File: config.mk
export PLATFORM = sky130hd
export DESIGN_NAME = link_credit_ctrl
export DESIGN_NICKNAME = d
export VERILOG_FILES = /design/src/rtl/fc_pkg.sv /design/src/rtl/fc_credit_ctr.sv /design/src/rtl/fc_onoff_gate.sv /design/src/rtl/link_credit_ctrl.sv
export SDC_FILE = /design/constraint.sdc
export NUM_CORES = 1
export LEC_CHECK = 0
export BUFFER_PORTS_ARGS = -buffer_cell sky130_fd_sc_hd__buf_2
export CAP_MARGIN = 10
export CORE_AREA = 2 2 39 41
export CTS_CLUSTER_SIZE = 20
export DETAILED_ROUTE_END_ITERATION = 8
export DIE_AREA = 0 0 41 43
export SKIP_CTS_REPAIR_TIMING = 1
export SYNTH_ARGS = -nofsm -noshare
export SYNTH_HDL_FRONTEND = slang
export SYNTH_HIERARCHICAL = 1
export SYNTH_SLANG_ARGS = --single-unit
File: constraint.sdc
create_clock -name clk -period 5 [get_ports clk]
set_clock_uncertainty 0.15 [all_clocks]
set_input_delay 0.5 -clock clk [delete_from_list [all_inputs] [get_ports clk]]
set_output_delay 0.5 -clock clk [all_outputs]
set_load 0.05 [all_outputs]
File: src/rtl/fc_pkg.sv
package fc_pkg;

    // Flow-control policy selected at build time
    typedef enum logic {
        FC_CREDIT = 1'b0,
        FC_ONOFF  = 1'b1
    } fc_mode_e;

    // Per-cycle events that move the credit tally
    typedef struct packed {
        logic take;   // a flit leaves, one slot consumed
        logic give;   // a slot comes back
    } fc_evt_t;

    // Width needed to hold values 0..depth
    function automatic int fc_cnt_w(input int depth);
        return (depth < 1) ? 1 : $clog2(depth + 1);
    endfunction

endpackage

File: src/rtl/fc_credit_ctr.sv
module fc_credit_ctr
    import fc_pkg::*;
#(
    parameter int DEPTH = 4,
    parameter int CW    = fc_cnt_w(DEPTH)
) (
    input  logic          clk,
    input  logic          rst,
    input  logic          en,
    input  logic          req,
    input  logic          ret,
    output logic [CW-1:0] cnt,
    output logic          ok
);

    localparam logic [CW-1:0] FULL = CW'(DEPTH);

    fc_evt_t       ev;
    logic [CW-1:0] cnt_nx;

    always_comb begin
        ok      = (cnt != '0);
        ev.take = en & req & ok;
        ev.give = en & ret & (cnt != FULL);
        unique case ({ev.take, ev.give})
            2'b10:   cnt_nx = cnt - 1'b1;
            2'b01:   cnt_nx = cnt + 1'b1;
            default: cnt_nx = cnt;
        endcase
    end

    always_ff @(posedge clk) begin
        if (rst) cnt <= FULL;
        else     cnt <= cnt_nx;
    end

endmodule

File: src/rtl/fc_onoff_gate.sv
module fc_onoff_gate (
    input  logic link_off,
    output logic ok
);

    // The receiver's threshold already covers flits in flight, so the
    // pause level can gate the sender without a register stage.
    always_comb ok = ~link_off;

endmodule

File: src/rtl/link_credit_ctrl.sv
module link_credit_ctrl
    import fc_pkg::*;
#(
    parameter int       BUF_DEPTH = 4,
    parameter fc_mode_e MODE      = FC_CREDIT
) (
    input  logic                             clk,
    input  logic                             rst,
    input  logic                             send_req,
    input  logic                             credit_ret,
    input  logic                             link_off,
    output logic                             send_ok,
    output logic [fc_cnt_w(BUF_DEPTH)-1:0]   credit_cnt
);

    localparam int   CW    = fc_cnt_w(BUF_DEPTH);
    localparam logic IS_CR = (MODE == FC_CREDIT);

    logic          cr_ok;
    logic [CW-1:0] cr_cnt;
    logic          oo_ok;

    fc_credit_ctr #(
        .DEPTH (BUF_DEPTH),
        .CW    (CW)
    ) u_ctr (
        .clk (clk),
        .rst (rst),
        .en  (IS_CR),
        .req (send_req),
        .ret (credit_ret),
        .cnt (cr_cnt),
        .ok  (cr_ok)
    );

    fc_onoff_gate u_gate (
        .link_off (link_off),
        .ok       (oo_ok)
    );

    always_comb begin
        send_ok    = IS_CR ? cr_ok  : oo_ok;
        credit_cnt = IS_CR ? cr_cnt : '0;
    end

endmodule

### Word-level counts from Yosys, hierarchy flattened

Cells that the tools add are included.

| cells by class | value |
|---|---|
| bitwise gates (word level) | 2 |
| muxes and demuxes | 1 |
| reductions and logical operators | 2 |
| add/subtract/negate cells | 2 |
| eq/ne operators | 3 |

Operator list:

| operator | count |
|---|---|
| $pmux W3 S2 | 1 |
| $add A3 B1 Y3 const B | 1 |
| $ne A3 B3 Y1 const B | 1 |
| $reduce_bool A3 Y1 | 1 |
| $sub A3 B1 Y3 const B | 1 |
| $and A1 B1 Y1 | 2 |
| $eq A2 B1 Y1 const B | 1 |
| $eq A2 B2 Y1 const B | 1 |
| $reduce_bool A2 Y1 | 1 |

| word-level totals | value |
|---|---|
| output and inout port bits | 4 |
| logic and storage cells | 11 |
| input bits | 5 |
| register bits after elaboration | 3 |

### Depth between registers and ports, before layout

Gate-level depths: netlist of the first run.

| logic depth | value |
|---|---|
| word-level depth | 4 |
| mapped depth | 8 |
| gate-level depth less buffers | 8 |

### Cells and area by module

Netlist of the first run, hierarchy kept.

By module, submodules not included:

| module | seq. area each (um^2) | cells each | area each (um^2) | instances |
|---|---|---|---|---|
| fc_credit_ctr | 60.1 | 19 | 173.9 | 1 |
| link_credit_ctrl | 0.0 | 1 | 3.8 | 1 |

### Worst setup path before layout of the first run

OpenSTA, ideal clock, no wires.

| timing | value |
|---|---|
| path kind | flip-flop to flip-flop |
| start | register u_ctr.cnt[0] |
| end | register u_ctr.cnt[2] |
| slack | 2193 ps |
| path buffers | 0 |
| setup time | 127 ps |
| data arrival time | 2530 ps |
| data required time | 4723 ps |
| stages on the path, launching flop included | 9 |
| period minus slack after synthesis | 2807 ps |
| cells stage by stage | dfxtp_1 -> or3_1 -> nand3_1 -> ha_1 -> inv_1 -> fa_1 -> xor2_1 -> o21ai_1 -> or3b_1 |

| on the way | value |
|---|---|
| cells in the longest elaborated chain, start to end | 4 |
| elaborated cells on any way between the ends | 10 |
| classes of those cells | add/sub: 2; eq/ne: 3; mux: 1; bitwise: 2; reduce/logical: 2 |

Ends and longest elaborated chain:

| what | RTL line | text |
|---|---|---|
| start: declaration | fc_credit_ctr.sv:12 | `output logic [CW-1:0] cnt,` |
| start signal: assignment | fc_credit_ctr.sv:34 | `else cnt <= cnt_nx;` |
| $reduce_bool A3 Y1 * | fc_credit_ctr.sv:22 | `ok = (cnt != '0);` |
| net send_ok | link_credit_ctrl.sv:12 | `output logic send_ok,` |
| $and A1 B1 Y1 * | fc_credit_ctr.sv:23 | `ev.take = en & req & ok;` |
| $eq A2 B1 Y1 or $eq A2 B2 Y1 (tied branches) | fc_credit_ctr.sv:25 | `unique case ({ev.take, ev.give})` |
| $pmux W3 S2 or $reduce_bool A2 Y1 (tied branches) | - |  |

The timed path passes the listed nets; every way through them passes the cells marked *.
A chain may end at the register's enable or synchronous reset.

### Final worst setup path of the first run

| timing | value |
|---|---|
| start | register u_ctr.cnt[0] |
| end | register u_ctr.cnt[2] |

| on the way | value |
|---|---|
| cells in the longest elaborated chain, start to end | 4 |
| elaborated cells on any way between the ends | 10 |
| classes of those cells | add/sub: 2; eq/ne: 3; mux: 1; bitwise: 2; reduce/logical: 2 |

Ends and longest elaborated chain:

| what | RTL line |
|---|---|
| $ne A3 B3 Y1 or $reduce_bool A3 Y1 (tied branches) | fc_credit_ctr.sv:24, fc_credit_ctr.sv:22 |
| $and A1 B1 Y1 (on tied branches) | fc_credit_ctr.sv:24, fc_credit_ctr.sv:23 |
| $eq A2 B1 Y1 or $eq A2 B2 Y1 (tied branches) | fc_credit_ctr.sv:25 |
| $pmux W3 S2 or $reduce_bool A2 Y1 (tied branches) | - |

Parallel ways exist; a longest one is shown, timed or not.

==> impl_metrics.yaml, run 1 <==
synthesis:
  yosys_warnings: 6
  syn_area_um2: 178
  ys_top_cells_by_area: "dfxtp_1 (34%), fa_1 (11%), xor2_1 (9.9%), ha_1 (7.0%), nor2_1 (6.3%)"
  ys_ff_latch: 3
  synth_top_area_cell: "dfxtp_1"
  yosysSeqAreaShare_pct: 33.8
  syn_inst: 20
  yosysUniqueCellTypes: 15
  avgSynthCellArea_um2: 8.88
  synth_top_area_share_pct: 33.8
global_route:
  grt_pass1_vias: 154
  antenna_found_initial: 0
  grt_max_degree: 6
  grt_overflow_total: 0
  grt.total_usage_pct: 6.24
  grt_first_pass_wirelength_um: 641
clock_network:
  htreeDepth: 1
  clk_pin_slew_worst_paths_ps: 40
  tritoncts.num_buffers: 3
  clk_latency_ps: 240
  root_buffer: "clkbuf_4"
  cts_tree: "done"
  clk_path_buf_depth: 2
  cts.sinks: 3
timing:
  finalCritPeriodShare_pct: 47.1
  rsz0062_at_grt: "no"
  fmax_mhz: 425
  final.min_clock_period_ps: 2350
  hold_violations: 0
  fin_tns_setup_ps: 0
  slew_violations: 0
  setup_violations: 0
setup_path:
  cp_max_fo: 5
  cpMaxStageDelayCell: "or3_1"
  crit_buf_inv: 1
  rrSetupSlack_ps: 2650
  rr_worst_depth: 8
  end_kind: "flop"
  required_ps: 4960
  max_stage_delay_ps: 400
  path_delay_family: "simple AND/OR/NAND/NOR gates"
  regToRegEndpoint: "u_ctr/cnt[2]"
  path_cells: "or3_1 > nand3_1 > ha_1 > inv_1 > fa_1 > xor2_1 > o21ai_1 > or3b_1"
  worstSetupStartpointType: "flop"
  cp.arrival_ps: 2310
  rr_startpoint: "u_ctr/cnt[0]"
  path_class: "reg2reg"
finish:
  n_antenna_cell: 0
  nNetsFinal: 40
  layout-drive-gt1-share_pct: 31.3
  syn_to_final_growth_pct: 47.9
  seqCellArea_um2: 60.1
  multi_input_area_um2: 118
  top_regs: "u_ctr/cnt: 3 flops"
  regMostFlops: "u_ctr/cnt"
  fillers: 161
  largest_reg_flops: 3
  final_util_pct: 19.0
worst_hold_path:
  hold_path.startpoint: "rst"
  holdPathEnd: "u_ctr/cnt[1]"
  hp-class: "in2reg"
  min_path_cells: 2
run_status:
  outcome: "finished clean"
placed_design:
  port_buffers: 7
  dp_hpwl_um: 261
  gp_congestion: 0.614
routing:
  drtAntennaViolNets: 0
  dr_total_vias: 172
  drt_pass1_iterations: 2
  drt-initial-drc-count: 5
  via_per_inst: 3.58
  wl_per_cell_um: 7.67
  drc: 0
  wl_um: 368
die:
  num_rows: 14
  ios: 9
  initial_core_util_pct: 12.8
  die_h_um: 43
  die_w_um: 41
  coreArea_mm2: 0.00138
  dieArea_mm2: 0.00176
flow_run:
  cap_violations: 0
[metal layers]
metal  vias to the layer above  track usage [%]  part of all wire (%)
met2                         8             5.94                    37
met1                        74             7.12                    49
met4                         0             8.00                   3.5
met3                         2             4.71                    10
li1                         88                -                     -
met5                         -                0                     0
[placed cells by master, fill, tap and decap left out]
master / instances
nor2_1: 3
or3_1: 1
dfxtp_1: 3
xor2_1: 2
nand3_1: 1
conb_1: 2
fa_1: 1
or3b_1: 1
mux2i_1: 1
nor3_1: 1
buf_2: 7
a21oi_1: 1
clkbuf_4: 3
nand2_1: 1
inv_1: 1
clkbuf_1: 1
ha_1: 1
o21ai_1: 1
[layout make-up]
class | instances | share of cell area (%)
timing repair buffer | 7 | 13.3
sequential | 3 | 22.9
tap | 16 | 7.62
inverter | 1 | 1.43
clock buffer | 4 | 10.0
multi-input combinational | 17 | 44.8
[cells by family (layout without fill, tap and decap cells)]
| family | count (synthesis) | in the layout | synth area share (%) |
|---|---|---|---|
| other cells | 1 | 2 | 2.11 |
| xor+xnor | 2 | 2 | 9.86 |
| fa+ha+maj | 2 | 2 | 18.3 |
| buf+inv | 1 | 12 | 2.11 |
| mux | 1 | 1 | 5.63 |
| simple gates | 8 | 8 | 22.5 |
| compound gates | 2 | 2 | 5.63 |
| flops | 3 | 3 | 33.8 |
[worst register-to-register path, cell delays in order, from the launching register on]
cell and delay, ps:
dfxtp_1 350, or3_1 400, nand3_1 100, ha_1 180, inv_1 60, fa_1 370
xor2_1 170, o21ai_1 120, or3b_1 340
[stage by stage]
stage	cells	hold WS, ps	area (um^2)	setup slack [ps]
6_report	48	297	263	2650
5_1_grt	48	294	263	2500
4_1_cts	48	290	263	2640
3_5_place_dp	44	451	236	2650
3_3_place_gp	44	431	236	2680
2_1_floorplan	21	422	181	2190
[Yosys cell counts (all sizes together)]
master and n:
a21oi 1, inv 1, ha 1, mux2i 1, or3 1, xor2 2
or3b 1, nand2 1, fa 1, nand3 1, o21ai 1, conb 1
nor2 3, dfxtp 3, nor3 1
[how the worst max path moves through the flow]
| stage | startpoint | end | cells after the start |
|---|---|---|---|
| after CTS | u_ctr/cnt[0] | u_ctr/cnt[2] | 8 |
| final | u_ctr/cnt[0] | u_ctr/cnt[2] | 8 |
| after detailed placement | u_ctr/cnt[0] | u_ctr/cnt[2] | 8 |
| after floorplan | u_ctr/cnt[0] | u_ctr/cnt[2] | 8 |
| after global routing | u_ctr/cnt[0] | u_ctr/cnt[2] | 8 |
| after global placement | u_ctr/cnt[0] | u_ctr/cnt[2] | 8 |
Power of run 1 is not shown: default switching activity piles up to over one toggle a cycle in this logic, so the estimate is an artifact.
==> run 2, diff against run 1 <==
Clock period 5 ns to 1.9 ns, I/O delays scaled along.
==> run 2 against run 1 <==
Against the previous run:
- setup slack worse by 2900 ps
- sequential share of layout area down 2.9 points
- via count up 7.0%
- highest routed layer is now met3
- wire length up 7.6%
- fmax up 9.0%
- core utilization up 5.9 points
- global-route usage down 0.41 points
- the run now ends with hold timing, setup timing left
==> impl_metrics.yaml, run 2 (synthesis gave the netlist of run 1 again) <==
routing:
  dr_total_vias: 184
  via_per_inst: 3.47
  drt-initial-drc-count: 0
  wl_um: 396
  drtAntennaViolNets: 0
  drc: 0
  wl_per_cell_um: 7.47
  drt_pass1_iterations: 1
finish:
  final_cells: 53
  layout_common_cells: "buf_2 (7), buf_4 (4), clkbuf_4 (3), nor2_1 (3)"
  layout-drive-gt1-share_pct: 62.2
  top_regs: "u_ctr/cnt: 3 flops"
  final_area_um2: 344
  multi_input_area_um2: 150
  syn_to_final_growth_pct: 93.7
  seqCellArea_um2: 68.8
  nNetsFinal: 45
  final_common_cell: "buf_2"
  final_util_pct: 24.9
  largest_reg_flops: 3
  fillers: 155
  regMostFlops: "u_ctr/cnt"
  n_antenna_cell: 0
power:
  power_density_mw_per_mm2: 1920
  irDropWorstVdd_v: 0.000644
  power.leakage_nw: 0.154
  power.total_mw: 0.660
flow_run:
  cap_violations: 0
die:
  num_rows: 14
  coreArea_mm2: 0.00138
  die_h_um: 43
  dieArea_mm2: 0.00176
  initial_core_util_pct: 12.8
  die_w_um: 41
  ios: 9
worst_hold_path:
  hold_path.startpoint: "rst"
  holdPathEnd: "u_ctr/cnt[0]"
  min_path_cells: 2
  hp-class: "in2reg"
global_route:
  grt_first_pass_wirelength_um: 655
  antenna_found_initial: 0
  grt.total_usage_pct: 5.82
  grt_max_degree: 5
  grt_pass1_vias: 172
  grt_overflow_total: 0
timing:
  hold_ws_ps: -13.1
  fin_tns_setup_ps: -260
  hold_violations: 1
  rsz0062_at_grt: "yes"
  final.min_clock_period_ps: 2160
  finalCritPeriodShare_pct: 114
  setup_violations: 1
  worst_slack_ps: -260
  fmax_mhz: 463
  slew_violations: 0
clock_network:
  clk_latency_ps: 230
  htreeDepth: 1
  tritoncts.num_buffers: 3
  root_buffer: "clkbuf_4"
  cts_tree: "done"
  clk_pin_slew_worst_paths_ps: 40
  clk_path_buf_depth: 2
  cts.sinks: 3
setup_path:
  cp_max_fo: 3
  regToRegEndpoint: "u_ctr/cnt[2]"
  worstSetupStartpointType: "flop"
  path_class: "reg2reg"
  rr_startpoint: "u_ctr/cnt[0]"
  cp.arrival_ps: 2120
  required_ps: 1860
  rr_worst_depth: 8
  end_kind: "flop"
  rrSetupSlack_ps: -260
placed_design:
  dp_hpwl_um: 311
  pre_cts_slack_ps: -246
  port_buffers: 7
  placed_area_um2: 300
  dpl.cell_count: 48
  gp_congestion: 0.685
run_status:
  violations: "hold timing, setup timing"
  outcome: "finished with violations"
[run 2: metal layers]
metal / part of all wire [%] / wire length, um / GRT usage, %
met2: 45 / 180 / 7.19
met4: 0 / 0 / 2.00
met1: 48 / 192 / 7.40
met3: 5.8 / 23 / 4.71
met5: 0 / 0 / 0
[run 2: layout make-up]
| cell class | instances | share of cell area (%) |
|---|---|---|
| Inverter | 1 | 1.09 |
| Multi-Input combinational cell | 17 | 43.6 |
| Tap cell | 16 | 5.82 |
| Clock buffer | 4 | 7.64 |
| Sequential cell | 3 | 20.0 |
| Timing Repair Buffer | 12 | 21.8 |
[run 2: worst max path at each step]
stage	cells after the start	slack, ps	startpoint	end
after floorplan	8	-430	u_ctr/cnt[2]	u_ctr/cnt[2]
after global placement	8	-250	u_ctr/cnt[2]	u_ctr/cnt[2]
after detailed placement	8	-250	u_ctr/cnt[2]	u_ctr/cnt[2]
after CTS	8	-250	u_ctr/cnt[0]	u_ctr/cnt[2]
after global routing	8	-350	u_ctr/cnt[0]	u_ctr/cnt[2]
final	8	-260	u_ctr/cnt[0]	u_ctr/cnt[2]
[run 2: worst max-delay path, stage by stage (launching register included)]
cell     delay, ps
dfxtp_4        340
or3_4          370
nand3_2         80
ha_4           130
inv_2           30
fa_2           340
xor2_2         150
o21ai_1        100
or3b_1         330
[run 2: power breakdown]
group          internal, mW  switching (mW)  leakage [nW]
Sequential            0.105          0.0195        0.0258
Combinational         0.169           0.254         0.113
Clock                0.0787          0.0331        0.0150
Total                 0.353           0.307         0.154
(Power assumes the default switching activity.)
